$ cat config.mk
export PLATFORM = sky130hd
export DESIGN_NAME = phase_align_ctrl
export DESIGN_NICKNAME = d
export VERILOG_FILES = /design/src/rtl/pa_pkg.sv /design/src/rtl/pa_vote_window.sv /design/src/rtl/pa_run_detect.sv /design/src/rtl/pa_phase_accum.sv /design/src/rtl/phase_align_ctrl.sv
export SDC_FILE = /design/constraint.sdc
export NUM_CORES = 1
export LEC_CHECK = 0
export BUFFER_PORTS_ARGS = -buffer_cell sky130_fd_sc_hd__buf_2
export CAP_MARGIN = 0
export CORE_MARGIN = 2
export CORE_UTILIZATION = 40
export DETAILED_ROUTE_END_ITERATION = 10
export GPL_ROUTABILITY_DRIVEN = 0
export SKIP_LAST_GASP = 1
export SYNTH_ARGS = -nofsm -noshare
export SYNTH_HDL_FRONTEND = slang
export SYNTH_SLANG_ARGS = --single-unit
$ cat constraint.sdc
create_clock -name clk -period 5.3 [get_ports clk]
set_input_delay 1.325 -clock clk [delete_from_list [all_inputs] [get_ports clk]]
set_output_delay 1.325 -clock clk [all_outputs]
set_load 0.05 [all_outputs]
$ cat src/rtl/pa_pkg.sv
package pa_pkg;
  typedef enum logic [1:0] {
    STEP_NONE = 2'd0,
    STEP_UP   = 2'd1,
    STEP_DN   = 2'd2
  } step_dir_t;
endpackage

$ cat src/rtl/pa_vote_window.sv
module pa_vote_window #(
  parameter int WIN     = 64,
  parameter int BAL_LIM = 16
) (
  input  logic clk,
  input  logic rst_n,
  input  logic accept,
  input  logic bit_in,
  output logic bal_nxt
);
  localparam int CW = $clog2(WIN + 1);

  logic [WIN-1:0] hist_q, hist_d;
  logic [CW-1:0]  ones_q, ones_d;
  logic [CW-1:0]  fill_q, fill_d;
  logic [CW:0]    twice_ones;

  always_comb begin
    hist_d = hist_q;
    ones_d = ones_q;
    fill_d = fill_q;
    if (accept) begin
      hist_d = {hist_q[WIN-2:0], bit_in};
      ones_d = ones_q + CW'(bit_in) - CW'(hist_q[WIN-1]);
      if (fill_q != CW'(WIN)) begin
        fill_d = fill_q + 1'b1;
      end
    end
  end

  always_comb begin
    twice_ones = {ones_d, 1'b0};
    bal_nxt = (fill_d == CW'(WIN)) &&
              (twice_ones > (CW+1)'(WIN - BAL_LIM)) &&
              (twice_ones < (CW+1)'(WIN + BAL_LIM));
  end

  always_ff @(posedge clk or negedge rst_n) begin
    if (!rst_n) begin
      hist_q <= '0;
      ones_q <= '0;
      fill_q <= '0;
    end else if (accept) begin
      hist_q <= hist_d;
      ones_q <= ones_d;
      fill_q <= fill_d;
    end
  end
endmodule

$ cat src/rtl/pa_run_detect.sv
module pa_run_detect #(
  parameter int RUN_LIM = 32
) (
  input  logic clk,
  input  logic rst_n,
  input  logic accept,
  input  logic bit_in,
  output logic hit_nxt
);
  localparam int RW = $clog2(RUN_LIM + 1);

  logic [RW-1:0] run_q, run_d;
  logic          last_q;

  always_comb begin
    run_d = run_q;
    if (accept) begin
      if (run_q != '0 && bit_in == last_q) begin
        run_d = (run_q == RW'(RUN_LIM)) ? run_q : run_q + 1'b1;
      end else begin
        run_d = RW'(1);
      end
    end
    hit_nxt = accept && (run_d >= RW'(RUN_LIM));
  end

  always_ff @(posedge clk or negedge rst_n) begin
    if (!rst_n) begin
      run_q  <= '0;
      last_q <= 1'b0;
    end else if (accept) begin
      run_q  <= run_d;
      last_q <= bit_in;
    end
  end
endmodule

$ cat src/rtl/pa_phase_accum.sv
module pa_phase_accum
  import pa_pkg::*;
#(
  parameter int STEPS = 6720,
  parameter int PW    = $clog2(STEPS)
) (
  input  logic          clk,
  input  logic          rst_n,
  input  step_dir_t     dir,
  output logic [PW-1:0] pos
);
  localparam logic [PW-1:0] TOP = PW'(STEPS - 1);

  logic [PW-1:0] pos_q, pos_d;

  always_comb begin
    unique case (dir)
      STEP_UP: pos_d = (pos_q == TOP) ? '0 : pos_q + 1'b1;
      STEP_DN: pos_d = (pos_q == '0) ? TOP : pos_q - 1'b1;
      default: pos_d = pos_q;
    endcase
  end

  always_ff @(posedge clk or negedge rst_n) begin
    if (!rst_n) begin
      pos_q <= '0;
    end else if (dir != STEP_NONE) begin
      pos_q <= pos_d;
    end
  end

  assign pos = pos_q;
endmodule

$ cat src/rtl/phase_align_ctrl.sv
module phase_align_ctrl
  import pa_pkg::*;
#(
  parameter int STEPS   = 6720,
  parameter int WIN     = 64,
  parameter int BAL_LIM = 16,
  parameter int RUN_LIM = 32,
  parameter int PW      = $clog2(STEPS)
) (
  input  logic          clk,
  input  logic          rst_n,
  input  logic          en,
  input  logic          vote_valid,
  input  logic          vote_bit,
  output logic          step_up,
  output logic          step_dn,
  output logic [PW-1:0] phase_pos,
  output logic          locked
);
  localparam int SYNC_STAGES = 2;

  logic [SYNC_STAGES-1:0] rsync_q;
  logic                   rst_int_n;
  logic                   accept;
  logic                   bal_nxt, hit_nxt;
  step_dir_t              dir_d, dir_q;
  logic                   lock_d, lock_q;

  always_ff @(posedge clk or negedge rst_n) begin
    if (!rst_n) begin
      rsync_q <= '0;
    end else begin
      rsync_q <= {rsync_q[SYNC_STAGES-2:0], 1'b1};
    end
  end
  assign rst_int_n = rsync_q[SYNC_STAGES-1];

  assign accept = vote_valid && en && rst_int_n;

  pa_vote_window #(.WIN(WIN), .BAL_LIM(BAL_LIM)) u_window (
    .clk    (clk),
    .rst_n  (rst_int_n),
    .accept (accept),
    .bit_in (vote_bit),
    .bal_nxt(bal_nxt)
  );

  pa_run_detect #(.RUN_LIM(RUN_LIM)) u_run (
    .clk    (clk),
    .rst_n  (rst_int_n),
    .accept (accept),
    .bit_in (vote_bit),
    .hit_nxt(hit_nxt)
  );

  always_comb begin
    dir_d  = STEP_NONE;
    lock_d = lock_q;
    if (accept) begin
      dir_d = vote_bit ? STEP_UP : STEP_DN;
      if (hit_nxt) begin
        lock_d = 1'b0;
      end else if (bal_nxt) begin
        lock_d = 1'b1;
      end
    end
  end

  always_ff @(posedge clk or negedge rst_int_n) begin
    if (!rst_int_n) begin
      dir_q  <= STEP_NONE;
      lock_q <= 1'b0;
    end else begin
      dir_q  <= dir_d;
      lock_q <= lock_d;
    end
  end

  pa_phase_accum #(.STEPS(STEPS), .PW(PW)) u_accum (
    .clk  (clk),
    .rst_n(rst_int_n),
    .dir  (dir_d),
    .pos  (phase_pos)
  );

  assign step_up = (dir_q == STEP_UP);
  assign step_dn = (dir_q == STEP_DN);
  assign locked  = lock_q;
endmodule

==> results of run 1 <==
## kinds of logic (layout without fill, tap and decap cells)
kind of cell               count (synthesis)  in the layout  share of synthesized area, %
adders and majority gates                 14             14                          3.67
xor gates and xnor gates                  13             13                          2.29
AOI/OAI and AO/OA                         82             82                          11.0
buffers and inverters                     50             60                          3.92
and+or+nand+nor                          309            309                          26.7
muxes                                      5              5                          1.08
DFF                                      102            102                          51.3
other                                      1              1                        0.0753
## routing by layer
layer	GRT usage [%]	wire length [um]	vias up
li1	-	-	1924
met1	19.8	4610	1825
met2	24.7	4320	64
met3	4.97	430	7
met4	3.69	81	0
met5	0	0	-
## layout make-up
cell class                      instances  share of cell area, %
Clock buffer                            9                   4.09
Clock inverter                          7                   1.09
Inverter                               20                   1.36
Multi-Input combinational cell        424                   40.8
Sequential cell                       102                   46.5
Tap cell                              168                   3.82
Timing Repair Buffer                   24                   2.36
## power by group through the flow
stage | logic (mW) | registers (mW) | clock network, mW
6_report | 0.660 | 0.980 | 0.639
4_1_cts | 0.661 | 0.980 | 0.663
5_1_grt | 0.748 | 0.999 | 0.693
3_5_place_dp | 0.658 | 0.994 | 0
3_3_place_gp | 0.638 | 0.993 | 0
2_1_floorplan | 0.492 | 1.02 | 0
## stage by stage
| stage | hold slack [ps] | setup WS, ps |
|---|---|---|
| 2_1_floorplan | 331 | 1140 |
| 3_3_place_gp | 235 | 1830 |
| 3_5_place_dp | 233 | 1770 |
| 4_1_cts | 242 | 2120 |
| 5_1_grt | 254 | 2000 |
| 6_report | 223 | 2100 |
## worst register-to-register path, cell delays in order, from the launching register on
cell and delay [ps]:
sky130_fd_sc_hd__dfrtp_4 620, sky130_fd_sc_hd__and3_2 670, sky130_fd_sc_hd__buf_4 440, sky130_fd_sc_hd__nand2_1 170, sky130_fd_sc_hd__or2_1 380, sky130_fd_sc_hd__o221ai_1 230
sky130_fd_sc_hd__nand2_1 70, sky130_fd_sc_hd__o21ai_0 80
## final timing paths
kind / startpoint / end / slack (ps) / depth (start not counted)
worst max-delay path: vote_bit / locked$_DFFE_PN0P_ / 2100 / 9
worst min-delay path: rsync_q[1]$_DFF_PN0_ / u_window.fill_q[2]$_DFFE_PN0P_ / 220 / 0
worst max register to register: rsync_q[1]$_DFF_PN0_ / u_accum.pos[7]$_DFFE_PN0P_ / 2570 / 7
worst min register to register: rsync_q[1]$_DFF_PN0_ / u_window.fill_q[2]$_DFFE_PN0P_ / 220 / 0
max in group asynchronous: rsync_q[1]$_DFF_PN0_ / u_window.hist_q[7]$_DFFE_PN0P_ / 3760 / 1
min in group clk: rsync_q[0]$_DFF_PN0_ / rsync_q[1]$_DFF_PN0_ / 350 / 0
## registers in the layout, indices dropped and copies added, names as in the netlist
signal           cells
dir_q                2
locked               1
rsync_q              2
u_accum.pos         13
u_run.run_q          6
u_window.fill_q      7
u_window.hist_q     64
u_window.ones_q      7
## synth_stat cells, types with 4 or more instances
cell type                    n
sky130_fd_sc_hd__nor3_1     11
sky130_fd_sc_hd__clkbuf_1   21
sky130_fd_sc_hd__a211oi_1    8
sky130_fd_sc_hd__xnor2_1     6
sky130_fd_sc_hd__nand3_1    14
sky130_fd_sc_hd__o31ai_1     4
sky130_fd_sc_hd__ha_1       13
sky130_fd_sc_hd__and3_1      4
sky130_fd_sc_hd__dfrtp_1   102
sky130_fd_sc_hd__o221ai_1    4
sky130_fd_sc_hd__xor2_1      7
sky130_fd_sc_hd__a31oi_1     6
sky130_fd_sc_hd__nand2_1   231
sky130_fd_sc_hd__o21ai_0    22
sky130_fd_sc_hd__a21oi_1    15
sky130_fd_sc_hd__inv_1      20
sky130_fd_sc_hd__buf_1       5
sky130_fd_sc_hd__nor2_1     22
==> qor.log, run 1 <==
qor: final_layout.antenna_cells_inserted 0
qor: clock_network.htree_levels 3
qor: sta.worst_slew_pin_slew 1010 ps
qor: final_layout.post_route_cells_drive_above_1_share 9.22%
qor: pwr.ir_worst_vdd 0.000167 V
qor: final_layout.syn2layout_area_growth 10.5%
qor: routing.final_antenna_net_count 0
qor: pwr.p_leak 2.76 nW
qor: setup_path.cp_max_fo 18
qor: routing.drt_first_pass_iters 4
qor: sta.final.setup.tns 0 ps
qor: yosys.synthFlopType sky130_fd_sc_hd__dfrtp_1
qor: floorplan.placementRows 40
qor: yosys.synth-edff-count 0
qor: floorplan.number_of_top_level_pins 21
qor: final_layout.final_nets 600
qor: placed_design.placement.cell_area 5220 um^2
qor: setup_path.setup.worst_path.end_class flip-flop
qor: yosys.avgSynthCellArea 8.65 um^2
qor: yosys.synth_top_cell_area_share 51.3%
qor: sta.worst_slew_margin_rel 32.4%
qor: grt.grt_start_max_net_pins 82
qor: grt.first_global_vias 3612
qor: sta.layout_worst_path_cycle_share 60.5%
qor: routing.detailedRoute.firstIterationViolations 364
qor: clock_network.clock_slew_at_reported_path_ffs 70 ps
qor: routing.detail_route.drc_violations 0
qor: sta.setup_repair_after_global_routing_missed_its_margin no
qor: clock_network.worstSkewPairLatency 360 ps
qor: routing.post_drt_via_cell_ratio 5.07
qor: clock_network.cts_root_buf sky130_fd_sc_hd__clkbuf_16
qor: yosys.synth_top_cell_by_area sky130_fd_sc_hd__dfrtp_1
qor: yosys.synthesis.yosys.warnings 0
qor: routing.route.final.wire_length 9.44 mm
qor: clock_network.clock_sink_count 102
qor: final_layout.final-seq-area 2560 um^2
qor: placed_design.dpl.hpwl 6.10 mm
qor: yosys.mappedNetlistNets 595
qor: final_layout.fin_util 45.6%
qor: final_layout.fillCellCount 1174
qor: yosys.synth_area_leaders sky130_fd_sc_hd__dfrtp_1 51%, sky130_fd_sc_hd__nand2_1 17%, sky130_fd_sc_hd__ha_1 3.3%
qor: pwr.internal_power 1.45 mW
qor: floorplan.chipWidth 116 um
qor: grt.globalRoute.totalOverflow 0
qor: yosys.synthCells 576
qor: min_path.hp-class flip-flop to async pin
qor: sta.max_freq 312 MHz
qor: routing.dr_total_vias 3820
qor: pwr.power.share.combinational 28.9%
qor: pwr.switching_share 36.3%
qor: final_layout.layout_common_cells 231 x sky130_fd_sc_hd__nand2_1, 101 x sky130_fd_sc_hd__dfrtp_1, 22 x sky130_fd_sc_hd__nor2_1, 22 x sky130_fd_sc_hd__o21ai_0
qor: sta.maxSlewViolCount 0
qor: yosys.synth_cell_types 56
qor: yosys.mappedNetlistArea 4980 um^2
qor: pwr.seq_power_share 43.0%
qor: routing.wl_per_cell 12.5 um
qor: pwr.pwr_density_cell 414 nW/um^2
qor: final_layout.final-instance-count-excl-fill 754
qor: placed_design.port-buffer-count 20
qor: yosys.asyncSetResetFlopFracSynth 100%
qor: setup_path.timing.critical_path.arrival 3500 ps
qor: setup_path.worstPathRequired 5590 ps
qor: grt.antenna_found_initial 0
qor: floorplan.dieArea 13400 um^2
qor: clock_network.post_cts_sizing_count 0
qor: run_status.outcome finished clean
qor: setup_path.slowest_stage sky130_fd_sc_hd__a211oi_1
qor: yosys.synth.yosys.seq_area_share 51.3%
qor: setup_path.cp_num_buf_inv 1
qor: sta.period_minus_slack 3200 ps
qor: sta.finalHoldViolCount 0
qor: sta.clock_skew 8.31 ps
qor: yosys.postSynthRegisterBits 102
qor: setup_path.chain_of_cells_forming_the_critical_path buf_2 > ha_1 > fa_1 > a211oi_1 > o21ai_0 > o22ai_1 > o2111a_1 > o2111ai_1 > nand2_1
qor: floorplan.initial_utilization 41.3%
qor: clock_network.clockBufferDepth 2
qor: clock_network.tritoncts done
qor: final_layout.layout_commonest_cell sky130_fd_sc_hd__nand2_1
qor: setup_path.timing.critical_path.from_type input pin
qor: floorplan.design.core.area 12100 um^2
qor: floorplan.height_of_the_die 116 um
qor: grt.first_pass_grt_wire_length 16.4 mm
qor: clock_network.postCtsHoldBufs 0
qor: clock_network.cts_post_setup_buffers_inserted 0
qor: sta.report.final.setup_viol 0
qor: setup_path.cell_type_group_with_the_largest_total_delay_on_the_critical_path compound AO/OA/AOI/OAI gates
qor: final_layout.finalInstanceArea 5500 um^2
qor: pwr.total_power 2.28 mW
qor: grt.track_usage 15.2%
qor: placed_design.placed_cells 738
qor: run.drv.max_cap_violation_count 0
qor: setup_path.timing.critical_path.slowest_cell_delay 440 ps
qor: pwr.share_clk_of_total_power 28.0%
qor: clock_network.cts_inserted_buffers 9
qor: final_layout.multi_input_area 2250 um^2
qor: pwr.power.switching 828 uW
qor: setup_path.type_of_the_worst_setup_path input pin to flip-flop
Power figures use the tool's default switching activity.
==> run 2: changes to the inputs <==
Settings changed: ABC_AREA from default to 1.
Clock period 5.3 ns to 2.75 ns, I/O delays scaled along.
==> qor.log, run 2 <==
qor: clock_network.clock_slew_at_reported_path_ffs 70 ps [about the same]
qor: routing.dr_total_vias 3967 [+3.8%]
qor: setup_path.timing.critical_path.arrival 2420 ps [-1080 ps]
qor: final_layout.antenna_cells_inserted 0 [unchanged]
qor: sta.final.setup.tns 0 ps [unchanged]
qor: pwr.switching_share 39.9% [+3.6 points]
qor: grt.first_pass_grt_wire_length 17.2 mm [+4.6%]
qor: setup_path.setup.worst_path.start u_window.hist_q[63]$_DFFE_PN0P_
qor: yosys.synthMostInstantiatedCell sky130_fd_sc_hd__nand2_1
qor: pwr.p_leak 2.97 nW [+7.8%]
qor: clock_network.post_cts_sizing_count 0 [unchanged]
qor: sta.report.final.setup_viol 0 [unchanged]
qor: clock_network.worstSkewPairLatency 340 ps [-20 ps]
qor: sta.period_minus_slack 2150 ps
qor: final_layout.final_nets 654 [+9.0%]
qor: sta.final.hold.worst_slack 123 ps [-100 ps]
qor: min_path.hp-class input pin to async pin
qor: setup_path.worstPathRequired 3020 ps [-2570 ps]
qor: setup_path.type_of_the_worst_setup_path flip-flop to flip-flop
qor: yosys.postSynthRegisterBits 102 [unchanged]
qor: final_layout.registers.top_by_ff_count u_window.hist_q
qor: yosys.avgSynthCellArea 8.07 um^2 [-6.7%]
qor: sta.clock_skew 6.66 ps [-1.65 ps]
qor: setup_path.cp_max_fo 3 [-15]
qor: sta.setup_repair_after_global_routing_missed_its_margin no
qor: sta.maxSlewViolCount 0 [unchanged]
qor: grt.first_global_vias 3726 [+3.2%]
qor: yosys.asyncSetResetFlopFracSynth 100% [unchanged]
qor: routing.route.final.wire_length 9.73 mm [+3.1%]
qor: pwr.pwr_density_cell 953 nW/um^2 [+130%]
qor: clock_network.tritoncts done
qor: clock_network.clock_sink_count 102 [unchanged]
qor: routing.detailedRoute.firstIterationViolations 253 [-30%]
qor: yosys.synth_area_leaders sky130_fd_sc_hd__dfrtp_1 51%, sky130_fd_sc_hd__nand2_1 19%, sky130_fd_sc_hd__inv_1 4.1%
qor: pwr.power.switching 2.13 mW [+160%]
qor: floorplan.placementRows 40 [unchanged]
qor: grt.track_usage 16.0% [+0.84 points]
qor: clock_network.cts_root_buf sky130_fd_sc_hd__clkbuf_16
qor: grt.grt_start_max_net_pins 57 [-30%]
qor: pwr.share_clk_of_total_power 25.8% [-2.2 points]
qor: sta.layout_worst_path_cycle_share 78.1%
qor: yosys.synthesis.yosys.warnings 0 [unchanged]
qor: final_layout.max_reg_flops 64 [unchanged]
qor: clock_network.postCtsHoldBufs 0 [unchanged]
qor: placed_design.dpl.hpwl 6.47 mm [+6.1%]
qor: floorplan.design.core.area 12100 um^2 [+0.41%]
qor: final_layout.layout_commonest_cell sky130_fd_sc_hd__nand2_1
qor: final_layout.post_route_cells_drive_above_1_share 9.06% [-0.15 points]
qor: sta.max_freq 465 MHz
qor: routing.detail_route.drc_violations 0 [unchanged]
qor: final_layout.layout_common_cells 256 x sky130_fd_sc_hd__nand2_1, 101 x sky130_fd_sc_hd__dfrtp_1, 54 x sky130_fd_sc_hd__inv_1, 40 x sky130_fd_sc_hd__nand3_1, 32 x sky130_fd_sc_hd__nor2_1
qor: routing.final_antenna_net_count 0 [unchanged]
qor: routing.drt_first_pass_iters 4 [unchanged]
qor: grt.antenna_found_initial 0 [unchanged]
qor: clock_network.cts_post_setup_buffers_inserted 0 [unchanged]
qor: sta.worst_slew_pin_slew 713 ps [-301 ps]
qor: yosys.synth_top_cell_by_area sky130_fd_sc_hd__dfrtp_1
qor: grt.globalRoute.totalOverflow 0 [unchanged]
qor: run_status.outcome finished clean
qor: floorplan.dieArea 13400 um^2 [+0.15%]
qor: yosys.synthFlopType sky130_fd_sc_hd__dfrtp_1
qor: clock_network.clockBufferDepth 2 [unchanged]
qor: yosys.synth_commonest_cells 256 x sky130_fd_sc_hd__nand2_1, 102 x sky130_fd_sc_hd__dfrtp_1, 55 x sky130_fd_sc_hd__inv_1
qor: floorplan.initial_utilization 41.2% [-0.11 points]
qor: yosys.synth_cell_types 40 [-29%]
qor: pwr.ir_worst_vdd 0.000387 V [+130%]
qor: clock_network.cts_inserted_buffers 9 [unchanged]
qor: sta.worst_slew_margin_rel 52.4% [+20 points]
qor: run.drv.max_cap_violation_count 0 [unchanged]
qor: yosys.mappedNetlistNets 637 [+7.1%]
qor: yosys.synth-edff-count 0 [unchanged]
qor: pwr.seq_power_share 38.0% [-5.0 points]
qor: pwr.internal_power 3.20 mW [+120%]
qor: sta.finalHoldViolCount 0 [unchanged]
qor: floorplan.number_of_top_level_pins 21 [unchanged]
qor: placed_design.port-buffer-count 20 [unchanged]
qor: yosys.synth.yosys.seq_area_share 51.2% [-0.077 points]
qor: yosys.synthCells 618 [+7.3%]
qor: clock_network.htree_levels 3 [unchanged]
qor: yosys.synth_top_cell_area_share 51.2% [-0.077 points]
qor: yosys.mappedNetlistArea 4990 um^2 [+0.15%]
qor: routing.wl_per_cell 12.0 um [-3.8%]
qor: setup_path.setup.worst_path.end_class flip-flop
qor: setup_path.timing.critical_path.from_type flip-flop
qor: pwr.power.share.combinational 36.2% [+7.3 points]
qor: routing.post_drt_via_cell_ratio 4.91 [-3.1%]
qor: final_layout.syn2layout_area_growth 12.0%
qor: floorplan.chipWidth 116 um [about the same]
qor: setup_path.critical_path.reg2reg.startpoint u_window.hist_q[63]$_DFFE_PN0P_
qor: floorplan.height_of_the_die 116 um [about the same]
## run 2: area by class of cell
cell class              count  area (um^2)
clock buffers              11          243
clock inverters             5         81.3
fillers                  1184         6520
inverters                  57          214
multi-input cells         437         2120
flip-flops and latches    102         2560
well taps                 168          210
repair buffers             28          160
## run 2: final timing paths
| path | to | slack (ps) | cells after the start |
|---|---|---|---|
| max reg2reg | locked$_DFFE_PN0P_ | 600 | 13 |
| max in group asynchronous | u_window.fill_q[4]$_DFFE_PN0P_ | 1170 | 2 |
| max | locked$_DFFE_PN0P_ | 600 | 13 |
| min | rsync_q[0]$_DFF_PN0_ | 120 | 1 |
| min in group clk | rsync_q[1]$_DFF_PN0_ | 360 | 0 |
| min reg2reg | rsync_q[1]$_DFF_PN0_ | 360 | 0 |
## run 2: cell families after synthesis
group,share of synthesized area [%]
xor+xnor,2.99
other cells,0.0752
fa+ha+maj,3.66
flops,51.2
simple gates,30.0
buf+inv,6.40
compound gates,5.75
## run 2: layer usage
metal  track usage, %  share of wire [%]
met1             21.8                 49
met2             25.4                 46
met3             4.55                4.0
met4             4.21                1.5
met5                0                  0
## run 2: power groups by stage
stage | Combinational, mW | Sequential (mW) | Clock, mW
2_1_floorplan | 1.25 | 2.30 | 0
3_3_place_gp | 1.88 | 2.04 | 0
3_5_place_dp | 1.92 | 2.05 | 0
4_1_cts | 1.93 | 2.02 | 1.42
5_1_grt | 2.19 | 2.07 | 1.48
6_report | 1.93 | 2.03 | 1.37
## run 2: metrics by stage
step	cell area [um^2]	power, mW	worst slack [ps]	instances	util (%)
global route	5590	5.74	360	808	46.1
finish	5590	5.33	601	808	46.1
CTS	5590	5.37	587	808	46.1
floorplan	4990	3.55	57.3	618	-
global placement	5260	3.92	464	792	43.5
detailed placement	5260	3.97	438	792	43.5
## run 2: critical path, cell delays in order (launching register included)
cell and delay (ps):
sky130_fd_sc_hd__dfrtp_1 380, sky130_fd_sc_hd__ha_1 270, sky130_fd_sc_hd__inv_1 40, sky130_fd_sc_hd__ha_1 200, sky130_fd_sc_hd__fa_1 390, sky130_fd_sc_hd__nand2_1 90
sky130_fd_sc_hd__nand2_1 90, sky130_fd_sc_hd__nand3b_1 110, sky130_fd_sc_hd__nand3b_1 80, sky130_fd_sc_hd__nand2_1 80, sky130_fd_sc_hd__nand3_1 60, sky130_fd_sc_hd__nor2_1 110
sky130_fd_sc_hd__nand3_1 70, sky130_fd_sc_hd__a21oi_1 120
==> run 3: changes to the inputs <==
Settings changed: ABC_AREA 1 to 0.
Clock period 2.75 ns to 1.9 ns, I/O delays scaled along.
==> qor.log, run 3 (synthesis results as in run 1) <==
qor: pwr.power.share.combinational 36.6% [+0.4 points]
qor: setup_path.cell_type_group_with_the_largest_total_delay_on_the_critical_path adder cells
qor: sta.max_freq 411 MHz [-12%]
qor: grt.first_global_vias 3882 [+4.2%]
qor: grt.globalRoute.totalOverflow 0 [unchanged]
qor: pwr.pwr_density_cell 1190 nW/um^2 [+25%]
qor: final_layout.layout_commonest_cell sky130_fd_sc_hd__nand2_1
qor: clock_network.clockBufferDepth 2 [unchanged]
qor: setup_path.crit_cells 10 [-3]
qor: clock_network.clock_slew_at_reported_path_ffs 70 ps [about the same]
qor: grt.grt_start_max_net_pins 67 [+18%]
qor: setup_path.worst_r2r_path_depth 10 [-3]
qor: min_path.hp-class flip-flop to async pin
qor: final_layout.syn2layout_area_growth 21.3%
qor: floorplan.placementRows 40 [unchanged]
qor: floorplan.number_of_top_level_pins 21 [unchanged]
qor: sta.worst_slew_margin_rel 60.8% [+8.4 points]
qor: pwr.seq_power_share 36.8% [-1.2 points]
qor: grt.first_pass_grt_wire_length 18.1 mm [+5.5%]
qor: routing.wl_per_cell 13.0 um [+8.3%]
qor: final_layout.registers.top_by_ff_count u_window.hist_q
qor: setup_path.timing.critical_path.slowest_cell_delay 430 ps [+40 ps]
qor: setup_path.timing.critical_path.arrival 2680 ps [+260 ps]
qor: run_status.outcome complete, but fails checks
qor: pwr.power.switching 2.54 mW [+19%]
qor: setup_path.worstPathRequired 2150 ps [-870 ps]
qor: pwr.switching_share 35.3% [-4.6 points]
qor: final_layout.fillCellCount 1115 [-5.8%]
qor: clock_network.cts_root_buf sky130_fd_sc_hd__clkbuf_16
qor: clock_network.clock_sink_count 102 [unchanged]
qor: setup_path.setup.worst_path.end_class flip-flop
qor: final_layout.finalInstanceArea 6040 um^2 [+8.1%]
qor: final_layout.layout_common_cells 231 x sky130_fd_sc_hd__nand2_1, 97 x sky130_fd_sc_hd__dfrtp_1, 53 x sky130_fd_sc_hd__buf_4, 20 x sky130_fd_sc_hd__buf_2, 19 x sky130_fd_sc_hd__inv_1
qor: setup_path.ff_to_ff_setup_slack -530 ps [-1130 ps]
qor: setup_path.critical_path.reg2reg.startpoint u_window.ones_q[0]$_DFFE_PN0P_
qor: routing.detailedRoute.firstIterationViolations 354 [+40%]
qor: grt.track_usage 17.1% [+1.0 points]
qor: routing.route.final.wire_length 10.5 mm [+8.1%]
qor: setup_path.reg2reg_to locked$_DFFE_PN0P_
qor: clock_network.worstSkewPairLatency 360 ps [+20 ps]
qor: sta.layout_setup_ws -533 ps [-1130 ps]
qor: floorplan.initial_utilization 41.3% [+0.11 points]
qor: final_layout.antenna_cells_inserted 0 [unchanged]
qor: pwr.ir_worst_vdd 0.000631 V [+63%]
qor: sta.final.hold.worst_slack 276 ps [+153 ps]
qor: final_layout.final_nets 652 [-0.31%]
qor: sta.finalHoldViolCount 0 [unchanged]
qor: clock_network.cts_inserted_buffers 9 [unchanged]
qor: setup_path.cp_num_buf_inv 2 [+1]
qor: setup_path.cp_max_fo 2 [-1]
qor: floorplan.height_of_the_die 116 um [about the same]
qor: floorplan.chipWidth 116 um [about the same]
qor: floorplan.dieArea 13400 um^2 [-0.15%]
qor: placed_design.placement.cell_area 5610 um^2 [+6.5%]
qor: sta.report.final.setup_viol 5 [+5]
qor: placed_design.dpl.hpwl 7.07 mm [+9.2%]
qor: floorplan.design.core.area 12100 um^2 [-0.41%]
qor: setup_path.timing.critical_path.from_type flip-flop
qor: setup_path.chain_of_cells_forming_the_critical_path inv_1 > ha_1 > inv_2 > ha_4 > fa_2 > mux2_4 > or2_4 > o2111a_1 > o2111ai_1 > nand2_1
qor: run_status.failed_checks setup timing
qor: pwr.p_leak 3.03 nW [+2.1%]
qor: placed_design.port-buffer-count 20 [unchanged]
qor: routing.drt_first_pass_iters 4 [unchanged]
qor: sta.maxSlewViolCount 0 [unchanged]
qor: clock_network.htree_levels 3 [unchanged]
qor: sta.period_minus_slack 2430 ps [+284 ps]
qor: clock_network.tritoncts done
qor: sta.setup_repair_after_global_routing_missed_its_margin yes
qor: routing.dr_total_vias 4032 [+1.6%]
qor: pwr.internal_power 4.65 mW [+45%]
qor: routing.post_drt_via_cell_ratio 5.00 [+1.9%]
qor: run.drv.max_cap_violation_count 0 [unchanged]
qor: sta.worst_slew_pin_slew 588 ps [-126 ps]
qor: grt.antenna_found_initial 0 [unchanged]
qor: routing.final_antenna_net_count 0 [unchanged]
qor: setup_path.slowest_stage sky130_fd_sc_hd__fa_2
qor: sta.layout_worst_path_cycle_share 128% [+50 points]
qor: final_layout.max_reg_flops 64 [unchanged]
qor: pwr.share_clk_of_total_power 26.6% [+0.8 points]
qor: setup_path.type_of_the_worst_setup_path flip-flop to flip-flop
qor: sta.clock_skew 10.2 ps [+3.56 ps]
qor: final_layout.post_route_cells_drive_above_1_share 19.7% [+11 points]
qor: routing.detail_route.drc_violations 0 [unchanged]
run 3: cell count changes in the layout (fill, tap and decap cells not counted), moves of 5 or more:
cell	change
sky130_fd_sc_hd__nand2_1	-25
sky130_fd_sc_hd__buf_4	+45
sky130_fd_sc_hd__nor2_1	-14
sky130_fd_sc_hd__a21oi_1	+6
sky130_fd_sc_hd__nand3_1	-28
sky130_fd_sc_hd__inv_1	-35
sky130_fd_sc_hd__a211oi_1	+5
sky130_fd_sc_hd__xor2_1	-7
run 3: final cells by class:
| cell class | count | area [um^2] | share of cell area [%] |
|---|---|---|---|
| Tap cell | 168 | 210 | 3.48 |
| Inverter | 20 | 75.1 | 1.24 |
| Sequential cell | 102 | 2560 | 42.4 |
| Multi-Input combinational cell | 424 | 2360 | 39.1 |
| Clock inverter | 5 | 57.6 | 0.953 |
| Clock buffer | 11 | 243 | 4.02 |
| Timing Repair Buffer | 76 | 531 | 8.78 |
run 3: metrics by stage:
stage          instances  TNS (ps)  util (%)  setup WS (ps)  power, mW
2_1_floorplan        576    -25630         -           -737       4.26
3_3_place_gp         786     -1100      46.5           -480       4.96
3_5_place_dp         786     -1440      46.5           -549       5.04
4_1_cts              804     -1260      49.2           -541       7.01
5_1_grt              806     -1630      50.1           -597       7.62
6_report             806     -1110      50.1           -533       7.19
run 3: power by group through the flow:
stage	clock network, mW	registers (mW)	logic (mW)
detailed placement	0	2.68	2.36
global route	2.04	2.69	2.90
floorplan	0	2.84	1.42
global placement	0	2.67	2.28
CTS	1.96	2.64	2.41
finish	1.91	2.65	2.63
run 3: worst max path at each step:
stage                                         start            endpoint  slack [ps]
detailed placement  u_window.hist_q[63]$_DFFE_PN0P_  locked$_DFFE_PN0P_        -550
global route         u_window.ones_q[0]$_DFFE_PN0P_  locked$_DFFE_PN0P_        -600
CTS                  u_window.ones_q[0]$_DFFE_PN0P_  locked$_DFFE_PN0P_        -540
global placement     u_window.ones_q[0]$_DFFE_PN0P_  locked$_DFFE_PN0P_        -480
floorplan                      rsync_q[1]$_DFF_PN0_  locked$_DFFE_PN0P_        -740
finish               u_window.ones_q[0]$_DFFE_PN0P_  locked$_DFFE_PN0P_        -530
run 3: layer usage:
layer / wire [um] / track usage (%) / up-vias
met5: 0 / 0 / -
met4: 148 / 4.98 / 0
li1: - / - / 2029
met3: 357 / 4.55 / 14
met2: 5060 / 27.6 / 53
met1: 4950 / 22.7 / 1936
run 3: timing repair:
action | in CTS | in global routing
hold buffers | 1 | 0
pin swaps | 3 | 6
resized for setup | 4 | 20
setup endpoints to repair | 7 | 77
cloned | 0 | 0
buffers inserted | 1 | 2
hold endpoints to repair | 2 | 0
run 3: worst reg2reg max path: stages (launching register included):
cell	delay, ps
sky130_fd_sc_hd__dfrtp_1	340
sky130_fd_sc_hd__inv_1	50
sky130_fd_sc_hd__ha_1	300
sky130_fd_sc_hd__inv_2	70
sky130_fd_sc_hd__ha_4	130
sky130_fd_sc_hd__fa_2	430
sky130_fd_sc_hd__mux2_4	280
sky130_fd_sc_hd__or2_4	240
sky130_fd_sc_hd__o2111a_1	240
sky130_fd_sc_hd__o2111ai_1	170
sky130_fd_sc_hd__nand2_1	70
